**src/rtl/tap_pkg.sv**
```systemverilog
package tap_pkg;

    localparam int IR_W = 4;

    localparam logic [IR_W-1:0] OP_EXTEST = 4'b0000;
    localparam logic [IR_W-1:0] OP_IDCODE = 4'b0001;
    localparam logic [IR_W-1:0] OP_SAMPLE = 4'b0010;
    localparam logic [IR_W-1:0] OP_BYPASS = 4'b1111;

    typedef enum logic [3:0] {
        ST_RESET, ST_IDLE,
        ST_SEL_DR, ST_CAP_DR, ST_SH_DR, ST_EX1_DR, ST_PAU_DR, ST_EX2_DR, ST_UPD_DR,
        ST_SEL_IR, ST_CAP_IR, ST_SH_IR, ST_EX1_IR, ST_PAU_IR, ST_EX2_IR, ST_UPD_IR
    } tap_state_e;

    typedef enum logic [1:0] { PATH_BYP, PATH_ID, PATH_BND } dr_path_e;

    typedef struct packed {
        dr_path_e path;
        logic     extest;
        logic     bnd_load;
    } instr_dec_t;

    function automatic tap_state_e tap_next(input tap_state_e s, input logic m);
        unique case (s)
            ST_RESET:  return m ? ST_RESET  : ST_IDLE;
            ST_IDLE:   return m ? ST_SEL_DR : ST_IDLE;
            ST_SEL_DR: return m ? ST_SEL_IR : ST_CAP_DR;
            ST_CAP_DR: return m ? ST_EX1_DR : ST_SH_DR;
            ST_SH_DR:  return m ? ST_EX1_DR : ST_SH_DR;
            ST_EX1_DR: return m ? ST_UPD_DR : ST_PAU_DR;
            ST_PAU_DR: return m ? ST_EX2_DR : ST_PAU_DR;
            ST_EX2_DR: return m ? ST_UPD_DR : ST_SH_DR;
            ST_UPD_DR: return m ? ST_SEL_DR : ST_IDLE;
            ST_SEL_IR: return m ? ST_RESET  : ST_CAP_IR;
            ST_CAP_IR: return m ? ST_EX1_IR : ST_SH_IR;
            ST_SH_IR:  return m ? ST_EX1_IR : ST_SH_IR;
            ST_EX1_IR: return m ? ST_UPD_IR : ST_PAU_IR;
            ST_PAU_IR: return m ? ST_EX2_IR : ST_PAU_IR;
            ST_EX2_IR: return m ? ST_UPD_IR : ST_SH_IR;
            default:   return m ? ST_SEL_DR : ST_IDLE;
        endcase
    endfunction

    function automatic instr_dec_t decode(input logic [IR_W-1:0] op);
        instr_dec_t d;
        d = '{path: PATH_BYP, extest: 1'b0, bnd_load: 1'b0};
        unique case (op)
            OP_IDCODE: d.path = PATH_ID;
            OP_SAMPLE: begin d.path = PATH_BND; d.bnd_load = 1'b1; end
            OP_EXTEST: begin d.path = PATH_BND; d.bnd_load = 1'b1; d.extest = 1'b1; end
            default:   d.path = PATH_BYP;
        endcase
        return d;
    endfunction

endpackage

```
**src/rtl/tap_fsm.sv**
```systemverilog
module tap_fsm
    import tap_pkg::*;
(
    input  logic       tck,
    input  logic       rst,
    input  logic       tms,
    output tap_state_e state
);
    always_ff @(posedge tck) begin
        if (rst) state <= ST_RESET;
        else     state <= tap_next(state, tms);
    end
endmodule

```
**src/rtl/tap_ir.sv**
```systemverilog
module tap_ir
    import tap_pkg::*;
(
    input  logic            tck,
    input  logic            rst,
    input  tap_state_e      state,
    input  logic            tdi,
    output logic [IR_W-1:0] ir_q,
    output logic            ir_tdo
);
    logic [IR_W-1:0] ir_sr;

    always_ff @(posedge tck) begin
        if (rst || state == ST_RESET) begin
            ir_q  <= OP_IDCODE;
            ir_sr <= '0;
        end else begin
            unique case (state)
                ST_CAP_IR: ir_sr <= IR_W'(2'b01);
                ST_SH_IR:  ir_sr <= {tdi, ir_sr[IR_W-1:1]};
                ST_UPD_IR: ir_q  <= ir_sr;
                default:   ir_sr <= ir_sr;
            endcase
        end
    end

    assign ir_tdo = ir_sr[0];
endmodule

```
**src/rtl/tap_dr.sv**
```systemverilog
module tap_dr
    import tap_pkg::*;
#(
    parameter int          BLEN    = 8,
    parameter logic [31:0] ID_WORD = 32'h1
) (
    input  logic            tck,
    input  logic            rst,
    input  tap_state_e      state,
    input  logic            tdi,
    input  instr_dec_t      dec,
    input  logic [BLEN-1:0] bnd_capture,
    output logic [BLEN-1:0] bnd_update,
    output logic            dr_tdo
);
    localparam logic [BLEN-1:0] UPD_PRESET = {1'b1, {(BLEN-1){1'b0}}};

    logic [31:0]     id_sr;
    logic            byp_q;
    logic [BLEN-1:0] bnd_sr;

    always_ff @(posedge tck) begin
        if (rst || state == ST_RESET) begin
            id_sr      <= '0;
            byp_q      <= 1'b0;
            bnd_sr     <= '0;
            bnd_update <= UPD_PRESET;
        end else begin
            unique case (state)
                ST_CAP_DR: begin
                    unique case (dec.path)
                        PATH_ID:  id_sr  <= ID_WORD;
                        PATH_BND: bnd_sr <= bnd_capture;
                        default:  byp_q  <= 1'b0;
                    endcase
                end
                ST_SH_DR: begin
                    unique case (dec.path)
                        PATH_ID:  id_sr  <= {tdi, id_sr[31:1]};
                        PATH_BND: bnd_sr <= {tdi, bnd_sr[BLEN-1:1]};
                        default:  byp_q  <= tdi;
                    endcase
                end
                ST_UPD_DR: if (dec.bnd_load) bnd_update <= bnd_sr;
                default: byp_q <= byp_q;
            endcase
        end
    end

    always_comb begin
        unique case (dec.path)
            PATH_ID:  dr_tdo = id_sr[0];
            PATH_BND: dr_tdo = bnd_sr[0];
            default:  dr_tdo = byp_q;
        endcase
    end
endmodule

```
**src/rtl/tap_port.sv**
```systemverilog
module tap_port
    import tap_pkg::*;
#(
    parameter int           BLEN     = 8,
    parameter logic [2:0]   ID_REV   = 3'b000,
    parameter logic [4:0]   ID_DEPTH = 5'b01011,
    parameter logic [5:0]   ID_ARCH  = 6'b100110,
    parameter logic [5:0]   ID_PART  = 6'b010010,
    parameter logic [10:0]  ID_MFR   = 11'h0A4
) (
    input  logic            tck,
    input  logic            rst,
    input  logic            tms,
    input  logic            tdi,
    output logic            tdo,
    output logic            tdo_en,
    input  logic [BLEN-1:0] bnd_capture,
    output logic [BLEN-1:0] bnd_update,
    input  logic            func_oe,
    output logic            pin_oe
);
    localparam logic [31:0] ID_WORD = {ID_REV, ID_DEPTH, ID_ARCH, ID_PART, ID_MFR, 1'b1};

    tap_state_e      state;
    logic [IR_W-1:0] ir_q;
    logic            ir_tdo;
    logic            dr_tdo;
    instr_dec_t      dec;

    tap_fsm u_fsm (.tck(tck), .rst(rst), .tms(tms), .state(state));

    tap_ir u_ir (
        .tck(tck), .rst(rst), .state(state), .tdi(tdi),
        .ir_q(ir_q), .ir_tdo(ir_tdo)
    );

    assign dec = decode(ir_q);

    tap_dr #(.BLEN(BLEN), .ID_WORD(ID_WORD)) u_dr (
        .tck(tck), .rst(rst), .state(state), .tdi(tdi), .dec(dec),
        .bnd_capture(bnd_capture), .bnd_update(bnd_update), .dr_tdo(dr_tdo)
    );

    always_ff @(negedge tck) begin
        if (rst) begin
            tdo    <= 1'b0;
            tdo_en <= 1'b0;
        end else begin
            tdo_en <= (state == ST_SH_IR) || (state == ST_SH_DR);
            tdo    <= (state == ST_SH_IR) ? ir_tdo :
                      (state == ST_SH_DR) ? dr_tdo : 1'b0;
        end
    end

    assign pin_oe = dec.extest ? bnd_update[BLEN-1] : func_oe;
endmodule

```
**config.mk**
```make
export PLATFORM = sky130hd
export DESIGN_NAME = tap_port
export DESIGN_NICKNAME = d
export VERILOG_FILES = /design/src/rtl/tap_pkg.sv /design/src/rtl/tap_fsm.sv /design/src/rtl/tap_ir.sv /design/src/rtl/tap_dr.sv /design/src/rtl/tap_port.sv
export SDC_FILE = /design/constraint.sdc
export NUM_CORES = 1
export LEC_CHECK = 0
export CELL_PAD_IN_SITES_DETAIL_PLACEMENT = 1
export CELL_PAD_IN_SITES_GLOBAL_PLACEMENT = 1
export CORE_MARGIN = 8
export CORE_UTILIZATION = 48
export CTS_CLUSTER_DIAMETER = 30
export DETAILED_ROUTE_END_ITERATION = 16
export PLACE_DENSITY = 0.95
export RECOVER_POWER = 50
export SYNTH_ARGS = -nofsm -noshare
export SYNTH_HDL_FRONTEND = slang
export SYNTH_SLANG_ARGS = --single-unit
```
**constraint.sdc**
```tcl
create_clock -name tck -period 3.05 [get_ports tck]
set_input_delay 0.7625 -clock tck [delete_from_list [all_inputs] [get_ports tck]]
set_output_delay 0.7625 -clock tck [all_outputs]
set_load 0.01 [all_outputs]
```
# Yosys cells after proc, flatten, opt, wreduce, memory -nomap -nowiden
# Index checks and enable logic that the tools add are counted.
[word_totals] register_bits=63 out_inout_bits=11 wordCells=77
[classes] n_eq_ne=24 mux=30 reduce_logical=14
[op_table] op="two-way mux 32 bit" count=2
[op_table] op="case mux 32 bit (2 select lines)" count=1
[op_table] op="case mux 4 bit (11 select lines)" count=1
[op_table] op="== test 4 bit (second input constant)" count=8
[op_table] op="== test 4 x 3 -> 1 bit (second input constant)" count=4
[op_table] op="two-way mux 4 bit" count=4
[op_table] op="two-way mux 8 bit" count=2
[op_table] op="case mux 8 bit (2 select lines)" count=1
[op_table] op="== test 4 x 2 -> 1 bit (second input constant)" count=3
[op_table] op="two-way mux 1 bit" count=10
[op_table] op="AND reduction 3 bit" count=3
[op_table] op="zero test 4 bit" count=2
[op_table] op="!= test 2 x 1 -> 1 bit (second input constant)" count=4
[op_table] op="case mux 4 bit (2 select lines)" count=1
[op_table] op="OR reduction 2 bit" count=4
[op_table] op="two-way mux 2 bit" count=3
[op_table] op="two-way mux 3 bit" count=2
[op_table] op="== test 4 x 1 -> 1 bit (second input constant)" count=1
[op_table] op="!= test 2 bit (second input constant)" count=2
[op_table] op="case mux 1 bit (2 select lines)" count=2
[op_table] op="case mux 2 bit (2 select lines)" count=1
[op_table] op="nonzero test 2 bit" count=2
[op_table] op="== test 2 x 1 -> 1 bit (second input constant)" count=1
[op_table] op="== test 2 bit (second input constant)" count=1
[op_table] op="other kinds (2)" count=3

# Longest topological paths before layout
# Gate-level depths: netlist of the first run.
[logic_depth] word_depth=7 mapped_depth=8 mapped_depth_nobuf=8

# Cells and area by module
# From an unflattened synthesis of the first run, not the netlist that was laid out.
[hier_totals] hier_cells=254 hier_area_um2=2596.2
[by_module_without_submodules] mod="tap_dr" instances=1 cells_per_inst=171 area_each_um2=1836.8 seq_area_each_um2=980.9
[by_module_without_submodules] mod="tap_ir" instances=1 cells_per_inst=33 area_each_um2=334.1 seq_area_each_um2=160.2
[by_module_without_submodules] mod="tap_fsm" instances=1 cells_per_inst=37 area_each_um2=291.5 seq_area_each_um2=80.1
[by_module_without_submodules] mod="tap_port" instances=1 cells_per_inst=13 area_each_um2=133.9 seq_area_each_um2=40.0

==> results.py, run 1 <==
metrics = {
    "status": {
        "outcome": "finished, violations left",
        "failing_checks": "negative setup slack",
    },
    "clocking": {
        "clkLatencyLatePin_ns": 0.38,
        "cts_htree_levels": 3,
        "post_cts_hold_buffer_count": 0,
        "clock-root-buffer": "sky130_fd_sc_hd__clkbuf_8",
        "cts_num_sinks": 63,
        "cts.clk_slew.worst_paths_ns": 0.06,
        "tritoncts": "built",
        "cts_buf_count": 9,
        "cts_max_path_buffers": 2,
    },
    "die": {
        "pin_count": 24,
        "die_height_um": 89.8,
        "core_area_mm2": 0.00537,
        "die_width_um": 89.8,
        "floorplan.initialDensity_pct": 48.7,
        "floorplan_row_count": 27,
        "design.die.area_mm2": 0.00807,
    },
    "pwr": {
        "total_power_per_unit_cell_area_mw_per_mm2": 509,
        "max-vdd-ir-drop_v": 0.000333,
        "static-leakage-power_nw": 1.19,
    },
    "yosys": {
        "avgSynthCellArea_um2": 10.6,
        "postSynthRegisterBits": 63,
        "synthesis.instances": 246,
        "ys_async_sr_fraction_pct": 0,
        "postSynth.topFlopCell": "sky130_fd_sc_hd__dfxtp_1",
        "synth_edf_count": 0,
        "syn-cell-area_mm2": 0.00262,
        "synthesis.nets": 261,
        "synth-seq-area-share_pct": 48.2,
        "ys_warn_count": 0,
        "yosysUniqueCellTypes": 45,
    },
    "setup_path": {
        "cpPeakStageDelay_ns": 0.31,
        "path_cells": "buf_2",
        "worst_path_max_delay_cell": "sky130_fd_sc_hd__dfxtp_1",
        "cp.arrival_ns": 2.36,
        "crit_path_max_fanout": 1,
        "critPathTopFamily": "flip-flops",
        "critPathCaptureType": "primary output",
        "criticalPathCategory": "register to primary output",
        "cp_bufs_invs": 1,
        "worst-endpoint-required_ns": 2.29,
        "critPathLaunchType": "register",
    },
    "global_routing": {
        "maximum_number_of_pins_on_one_net_before_global_route_repair": 22,
        "grt_antenna_before_repair": 0,
        "grt_remaining_overflow": 0,
        "grt_pass1_vias": 2311,
        "grt_pass1_wl_um": 11800,
        "globalRouteTotalUtil_pct": 18.4,
    },
    "layout": {
        "final_nets": 293,
        "postLayoutCoreUtil_pct": 58.0,
        "layout-area-overhead-vs-synth_pct": 19.0,
        "most-common-layout-cells": "sky130_fd_sc_hd__dfxtp_1 (59), sky130_fd_sc_hd__nor2_1 (24), sky130_fd_sc_hd__a22o_1 (21), sky130_fd_sc_hd__mux2i_1 (19), sky130_fd_sc_hd__clkdlybuf4s50_1 (18)",
        "mostFrequentLayoutCell": "sky130_fd_sc_hd__dfxtp_1",
        "fraction_of_final_layout_cells_with_drive_strength_greater_than_1_pct": 19.9,
        "antennaDiodeCount": 0,
        "number_of_cells_in_the_finished_layout_apart_from_fillers": 354,
    },
    "timing": {
        "clock_skew_ns": 0.0438,
        "timing_worst_slew_pin_value_ns": 1.35,
        "hold-worst-slack_ns": 0.479,
        "slew_violations": 0,
        "post-route-worst-setup-slack_ns": -0.0689,
        "setup_viol_count_final": 3,
        "max_slew_margin_pct": 9.82,
        "final-hold-violation-count": 0,
        "unrepaired_setup_endpoints_after_global_routing": "yes",
    },
    "route": {
        "first_pass_iteration_count_of_the_detailed_router": 4,
        "wl_per_cell_um": 20.6,
        "detail_route.iter0.violations": 103,
        "routed_wirelength_um": 7290,
        "drt_drc_violations_left": 0,
        "antenna_left": 0,
        "vias_per_cell": 5.94,
        "vias": 2102,
    },
    "placement": {
        "placement.io_buffers": 23,
        "post-place-cells": 337,
        "gp_congestion": 0.827,
        "dp.final_hpwl_um": 4560,
    },
    "flow_run": {
        "max_cap_violations": 0,
    },
    "hold_path": {
        "worstHoldPathType": "register to register",
    },
}
## final cells by class
cell class | instances | area (um^2)
Clock inverter | 3 | 12.5
Fill cell | 568 | 2260
Tap cell | 72 | 90.1
Sequential cell | 63 | 1270
Clock buffer | 14 | 153
Inverter | 5 | 18.8
Timing Repair Buffer | 40 | 347
Multi-Input combinational cell | 157 | 1230
## per-layer routing
metal | up-vias | share of wire [%] | wire length (um) | global-route usage [%]
li1 | 977 | - | - | -
met1 | 1047 | 40 | 2920 | 19.0
met2 | 62 | 53 | 3840 | 32.0
met3 | 16 | 4.8 | 350 | 6.82
met4 | 0 | 2.5 | 179 | 9.45
met5 | - | 0 | 0 | 0
## kinds of logic (layout without fill, tap and decap cells)
| kind of cell | after synthesis | after routing | share of synthesized area [%] |
|---|---|---|---|
| AO/OA/AOI/OAI | 69 | 69 | 23.2 |
| adder cells (fa/ha/maj) | 2 | 2 | 0.956 |
| buffers and inverters | 26 | 62 | 5.98 |
| flip-flops | 63 | 63 | 48.2 |
| multiplexers | 20 | 20 | 7.70 |
| AND/OR/NAND/NOR | 66 | 66 | 14.0 |
## synth_stat cells (all sizes together), types with 4 or more instances
| cell type | count | area, um^2 |
|---|---|---|
| buf | 15 | 115 |
| a211oi | 9 | 108 |
| inv | 6 | 22.5 |
| mux2i | 19 | 190 |
| o221a | 12 | 135 |
| nor2 | 26 | 103 |
| o21ai | 4 | 20.0 |
| clkbuf | 5 | 18.8 |
| nand3 | 5 | 30.0 |
| dfxtp | 63 | 1260 |
| a22o | 21 | 184 |
| nor2b | 5 | 31.3 |
| nand2 | 11 | 41.3 |
| a21oi | 10 | 50.1 |
## registers in the layout (all words and copies together) (netlist names)
name and count:
u_ir.ir_q 4, u_dr.bnd_sr 8, u_dr.id_sr 32, u_dr.bnd_update 8
tdo_en 1, tdo 1, u_dr.byp_q 1, u_fsm.state 4
u_ir.ir_sr 4
## repair_timing
item	in CTS	in global routing
pin swaps	2	3
buffers inserted	1	0
endpoints found under the setup margin	3	4
resized for setup	11	11
## report_power, final
group | switching (W) | internal, W
registers | 0.0000113 | 0.000830
clock network | 0.000309 | 0.000316
logic | 0.0000719 | 0.0000489
## path summary, 6_finish.rpt
path,slack (ns),end,startpoint,cells after the start
max,-0.07,tdo,tdo,1
min,0.48,u_dr.id_sr[17],u_dr.id_sr[17],1
min reg2reg,0.48,u_dr.id_sr[17],u_dr.id_sr[17],1
max reg2reg,-0.02,tdo,u_ir.ir_q[3],6
## stage by stage
stage / setup TNS [ns] / area [um^2] / power (W) / setup WS [ns]
after detailed placement: -0.192 / 2930 / 0.000984 / -0.0742
final: -0.121 / 3120 / 0.00159 / -0.0689
after floorplan: 0 / 2620 / 0.000945 / 0.0719
after global placement: -0.115 / 2930 / 0.000979 / -0.0580
after CTS: -0.119 / 3100 / 0.00160 / -0.0626
after global routing: -0.262 / 3120 / 0.00165 / -0.116
Note: power is estimated with default switching activity, not from simulation.
==> run 2: changes to the inputs <==
--- a/constraint.sdc
+++ b/constraint.sdc
@@ -3,2 +3,2 @@
 set_output_delay 0.7625 -clock tck [all_outputs]
-set_load 0.01 [all_outputs]
+set_load 0.1 [all_outputs]
==> run 2 against run 1 <==
Against the previous run: the flow still finishes with violations (negative setup slack); worst hold slack lost 0.0038 ns; first-iteration DRC count decreased by 3.9%; cell area about the same; clock power grew 9.9%.
==> results.py, run 2 (synthesis results as in run 1) <==
metrics = {
    "global_routing": {
        "globalRouteTotalUtil_pct": 18.0,
        "grt_remaining_overflow": 0,
        "grt_pass1_wl_um": 11800,
        "maximum_number_of_pins_on_one_net_before_global_route_repair": 22,
        "grt_pass1_vias": 2279,
        "grt_antenna_before_repair": 0,
    },
    "clocking": {
        "cts_max_path_buffers": 2,
        "clock-root-buffer": "sky130_fd_sc_hd__clkbuf_8",
        "tritoncts": "built",
        "post_cts.repair.setup_buffers": 0,
        "clkLatencyLatePin_ns": 0.40,
        "cts_htree_levels": 3,
        "cts_buf_count": 9,
        "cts_num_sinks": 63,
        "cts.clk_slew.worst_paths_ns": 0.07,
    },
    "setup_path": {
        "criticalPathCategory": "register to primary output",
        "cp_bufs_invs": 1,
        "critPathCaptureType": "primary output",
        "worst-endpoint-required_ns": 2.29,
        "critPathTopFamily": "flip-flops",
        "crit_path_max_fanout": 1,
        "timing.reg2reg.worst_path_depth": 7,
        "cp.arrival_ns": 2.44,
        "path_cells": "buf_12",
        "worst_path_max_delay_cell": "sky130_fd_sc_hd__dfxtp_2",
        "critPathLaunchType": "register",
        "crit_cells": 1,
        "cpPeakStageDelay_ns": 0.34,
    },
    "route": {
        "vias": 2072,
        "antenna_left": 0,
        "wl_per_cell_um": 20.2,
        "vias_per_cell": 5.84,
        "first_pass_iteration_count_of_the_detailed_router": 4,
        "detail_route.iter0.violations": 99,
        "drt_drc_violations_left": 0,
        "routed_wirelength_um": 7160,
    },
    "hold_path": {
        "worstHoldPathType": "register to register",
        "min_delay_path_depth": 1,
    },
    "pwr": {
        "switchingPower_w": 0.000417,
        "max-vdd-ir-drop_v": 0.000366,
        "power_frac_comb_pct": 7.7,
        "total_power_per_unit_cell_area_mw_per_mm2": 531,
        "static-leakage-power_nw": 1.18,
        "seq_power_share_pct": 50.7,
        "switching_part_of_the_total_power_pct": 25.2,
        "p_int_w": 0.00124,
        "clock_power_share_pct": 41.5,
    },
    "layout": {
        "antennaDiodeCount": 0,
        "final_design_area_no_fill_mm2": 0.00312,
        "most-common-layout-cells": "sky130_fd_sc_hd__dfxtp_1 (60), sky130_fd_sc_hd__nor2_1 (24), sky130_fd_sc_hd__a22o_1 (21), sky130_fd_sc_hd__mux2i_1 (19), sky130_fd_sc_hd__buf_4 (14)",
        "largest_registers": "u_dr.id_sr: 32 flops, u_dr.bnd_sr: 8 flops, u_dr.bnd_update: 8 flops",
        "count_of_filler_cells_inserted_in_the_layout": 560,
        "layout-area-overhead-vs-synth_pct": 19.1,
        "largest_reg_flops": 32,
        "max_flop_register": "u_dr.id_sr",
        "fraction_of_final_layout_cells_with_drive_strength_greater_than_1_pct": 20.1,
        "final_nets": 293,
        "mostFrequentLayoutCell": "sky130_fd_sc_hd__dfxtp_1",
        "postLayoutCoreUtil_pct": 58.0,
    },
    "die": {
        "die_width_um": 89.8,
        "floorplan.initialDensity_pct": 48.7,
        "pin_count": 24,
        "core_area_mm2": 0.00537,
        "design.die.area_mm2": 0.00807,
        "floorplan_row_count": 27,
        "die_height_um": 89.8,
    },
    "status": {
        "outcome": "finished, violations left",
        "failing_checks": "negative setup slack",
    },
    "timing": {
        "post-route-worst-setup-slack_ns": -0.150,
        "slew_violations": 0,
        "setup_viol_count_final": 3,
        "unrepaired_setup_endpoints_after_global_routing": "yes",
        "clock_skew_ns": 0.0524,
        "max_slew_margin_pct": 8.21,
        "timing_worst_slew_pin_value_ns": 1.38,
        "final-hold-violation-count": 0,
    },
    "placement": {
        "dp.final_hpwl_um": 4470,
        "gp_congestion": 0.755,
        "dpl_cell_area_mm2": 0.00295,
        "placement.io_buffers": 23,
        "preCtsSetupSlack_ns": -0.0551,
    },
    "flow_run": {
        "max_cap_violations": 0,
    },
}
-- run 2: cell types whose count changed in the layout (fill, tap and decap cells not counted), moves of 2 or more --
cell	delta
sky130_fd_sc_hd__clkdlybuf4s50_1	-8
sky130_fd_sc_hd__buf_12	+3
sky130_fd_sc_hd__clkbuf_1	+7
sky130_fd_sc_hd__dfxtp_2	-2
-- run 2: power by group through the flow --
stage           logic, W  clock network [W]  registers [W]
6_report        0.000128           0.000687       0.000839
2_1_floorplan  0.0000915         0.00000616       0.000853
5_1_grt         0.000138           0.000742       0.000840
4_1_cts         0.000132           0.000695       0.000840
3_3_place_gp    0.000125         0.00000616       0.000857
3_5_place_dp    0.000131         0.00000616       0.000858
-- run 2: final timing paths --
| path | start | endpoint | slack, ns |
|---|---|---|---|
| max | tdo_en | tdo_en | -0.15 |
| min | u_dr.id_sr[19] | u_dr.id_sr[18] | 0.48 |
| max reg2reg | u_ir.ir_q[3] | tdo | -0.01 |
| min reg2reg | u_dr.id_sr[19] | u_dr.id_sr[18] | 0.48 |
-- run 2: cell type report --
type / instances / area, um^2 / area share, %
Sequential cell: 63 / 1270 / 40.7
Tap cell: 72 / 90.1 / 2.89
Clock buffer: 12 / 145 / 4.66
Timing Repair Buffer: 40 / 327 / 10.5
Multi-Input combinational cell: 157 / 1230 / 39.3
Inverter: 5 / 18.8 / 0.602
Clock inverter: 6 / 42.5 / 1.36
-- run 2: routing by layer --
| layer | part of all wire (%) | routed length [um] | global-route usage [%] | vias up |
|---|---|---|---|---|
| met4 | 2.6 | 189 | 8.89 | 0 |
| met5 | 0 | 0 | 0 | - |
| met1 | 42 | 3030 | 20.2 | 1017 |
| met2 | 50 | 3590 | 29.8 | 57 |
| met3 | 4.8 | 344 | 6.23 | 19 |
| li1 | - | - | - | 979 |
-- run 2: timing repair --
item,4_1_cts,5_1_grt
endpoints found under the setup margin,3,3
resized for setup,5,5
pin swaps,1,4
hold buffers,0,0
-- run 2: through the flow --
step / hold slack [ns] / instances / TNS (ns) / total power, W
after global placement: 0.440 / 338 / 0 / 0.000988
after CTS: 0.480 / 355 / -0.284 / 0.00167
after global routing: 0.491 / 355 / -0.396 / 0.00172
after floorplan: 0.432 / 246 / 0 / 0.000951
final: 0.475 / 355 / -0.291 / 0.00165
after detailed placement: 0.458 / 338 / -0.0551 / 0.000995
==> run 3: changes to the inputs <==
CORE_ASPECT_RATIO = 1.5   (was not set)
GPL_TIMING_DRIVEN = 0   (was not set)
PLACE_DENSITY = not set   (was 0.95)
PLACE_DENSITY_LB_ADDON = 0.1   (was not set)
==> run 3 against run 2 <==
Against the previous run: the flow still finishes with violations (negative setup slack); routed wire length down 14%; via count down 3.9%; sequential cell count unchanged; power up 0.42%; worst hold slack worse by 0.017 ns; setup slack better by 0.033 ns; cell area up 1.3%; first-iteration DRC count up 5.1%; clock power up 1%; die area up 0.60%; clock skew down 0.014 ns; count of clock-buffer cells in the layout down 2; critical endpoint unchanged; largest cell class unchanged.
==> results.py, run 3 (synthesis results as in run 1) <==
metrics = {
    "placement": {
        "gp_congestion": 0.826,
        "placement.io_buffers": 22,
        "dp.final_hpwl_um": 4240,
        "dpl_cell_area_mm2": 0.00293,
        "preCtsSetupSlack_ns": -0.657,
    },
    "timing": {
        "timing_worst_slew_pin_value_ns": 0.979,
        "max_slew_margin_pct": 34.5,
        "final-hold-violation-count": 0,
        "hold-worst-slack_ns": 0.458,
        "post-route-worst-setup-slack_ns": -0.117,
        "setup_viol_count_final": 3,
        "clock_skew_ns": 0.0388,
        "slew_violations": 0,
        "unrepaired_setup_endpoints_after_global_routing": "yes",
    },
    "setup_path": {
        "crit_path_max_fanout": 1,
        "cp_bufs_invs": 1,
        "criticalPathCategory": "register to primary output",
        "worst-endpoint-required_ns": 2.29,
        "cp.arrival_ns": 2.40,
        "critPathLaunchType": "register",
        "critPathTopFamily": "flip-flops",
        "cpPeakStageDelay_ns": 0.33,
        "worst_path_max_delay_cell": "sky130_fd_sc_hd__dfxtp_2",
        "path_cells": "buf_12",
        "critPathCaptureType": "primary output",
    },
    "layout": {
        "antennaDiodeCount": 0,
        "fraction_of_final_layout_cells_with_drive_strength_greater_than_1_pct": 19.1,
        "most-common-layout-cells": "sky130_fd_sc_hd__dfxtp_1 (61), sky130_fd_sc_hd__nor2_1 (24), sky130_fd_sc_hd__a22o_1 (21), sky130_fd_sc_hd__mux2i_1 (19), sky130_fd_sc_hd__clkdlybuf4s50_1 (18)",
        "layout-area-overhead-vs-synth_pct": 20.7,
        "largest_reg_flops": 32,
        "final_design_area_no_fill_mm2": 0.00316,
        "final_nets": 298,
        "largest_registers": "u_dr.id_sr: 32 flops, u_dr.bnd_sr: 8 flops, u_dr.bnd_update: 8 flops",
        "mostFrequentLayoutCell": "sky130_fd_sc_hd__dfxtp_1",
        "max_flop_register": "u_dr.id_sr",
    },
    "pwr": {
        "max-vdd-ir-drop_v": 0.000267,
        "power.total_w": 0.00166,
        "switching_part_of_the_total_power_pct": 26.1,
        "clock_power_share_pct": 41.8,
        "total_power_per_unit_cell_area_mw_per_mm2": 526,
        "switchingPower_w": 0.000434,
        "seq_power_share_pct": 50.2,
        "static-leakage-power_nw": 1.21,
        "p_int_w": 0.00123,
        "power_frac_comb_pct": 8.0,
    },
    "clocking": {
        "post_cts_hold_buffer_count": 0,
        "cts_max_path_buffers": 2,
        "cts.clk_slew.worst_paths_ns": 0.07,
        "cts_num_sinks": 63,
        "clkLatencyLatePin_ns": 0.38,
        "cts_htree_levels": 3,
        "cts_buf_count": 9,
        "tritoncts": "built",
        "clock-root-buffer": "sky130_fd_sc_hd__clkbuf_8",
    },
    "route": {
        "detail_route.iter0.violations": 104,
        "vias_per_cell": 5.56,
        "antenna_left": 0,
        "first_pass_iteration_count_of_the_detailed_router": 4,
        "routed_wirelength_um": 6170,
        "vias": 1992,
        "wl_per_cell_um": 17.2,
        "drt_drc_violations_left": 0,
    },
    "die": {
        "pin_count": 24,
        "design.die.area_mm2": 0.00812,
        "die_width_um": 76.3,
        "floorplan.initialDensity_pct": 48.8,
        "core_area_mm2": 0.00537,
        "die_height_um": 106,
        "floorplan_row_count": 33,
    },
    "status": {
        "failing_checks": "negative setup slack",
        "outcome": "finished, violations left",
    },
    "global_routing": {
        "grt_antenna_before_repair": 0,
        "globalRouteTotalUtil_pct": 15.7,
        "maximum_number_of_pins_on_one_net_before_global_route_repair": 13,
        "grt_remaining_overflow": 0,
        "grt_pass1_wl_um": 10300,
        "grt_pass1_vias": 2118,
    },
    "hold_path": {
        "worstHoldPathType": "register to register",
    },
    "flow_run": {
        "max_cap_violations": 0,
    },
}
[run 3: stage by stage]
step	instances	setup TNS [ns]	util [%]
final	358	-0.292	58.8
after global routing	358	-0.415	58.8
after CTS	355	-0.248	58.9
after detailed placement	338	-1.61	54.5
after global placement	338	-1.59	54.5
after floorplan	246	0	-
[run 3: layout make-up]
| cell class | count | area (um^2) |
|---|---|---|
| buffer | 20 | 133 |
| clock buffer | 10 | 149 |
| clock inverter | 8 | 47.5 |
| fill | 613 | 2210 |
| inverter | 5 | 21.3 |
| multi-input combinational | 157 | 1200 |
| sequential | 63 | 1260 |
| tap | 70 | 87.6 |
| timing repair buffer | 25 | 258 |
[run 3: routing by layer]
metal | global-route usage, % | part of all wire (%) | up-vias | routed length, um
met5 | 0 | 0 | - | 0
met4 | 8.29 | 2.1 | 0 | 131
met3 | 3.89 | 2.4 | 10 | 146
met2 | 27.5 | 52 | 16 | 3210
met1 | 17.1 | 43 | 978 | 2680
li1 | - | - | 988 | -
[run 3: final timing paths]
check | slack, ns | to | start | cells after the start
max | -0.12 | tdo_en | tdo_en | 1
min | 0.46 | u_ir.ir_sr[1] | u_ir.ir_sr[1] | 2
max reg2reg | -0.06 | tdo | u_ir.ir_q[0] | 6
min reg2reg | 0.46 | u_ir.ir_sr[1] | u_ir.ir_sr[1] | 2
[run 3: repair_timing]
action / 4_1_cts / 5_1_grt
buffers inserted: 0 / 3
setup endpoints to repair: 4 / 4
gates resized for setup: 23 / 6
pin swaps: 1 / 3
[run 3: power groups by stage]
stage          Combinational (W)  Sequential (W)   Clock (W)
2_1_floorplan          0.0000915        0.000853  0.00000616
3_3_place_gp            0.000133        0.000852  0.00000616
3_5_place_dp            0.000135        0.000853  0.00000616
4_1_cts                 0.000136        0.000834    0.000703
5_1_grt                 0.000146        0.000834    0.000745
6_report                0.000133        0.000834    0.000694
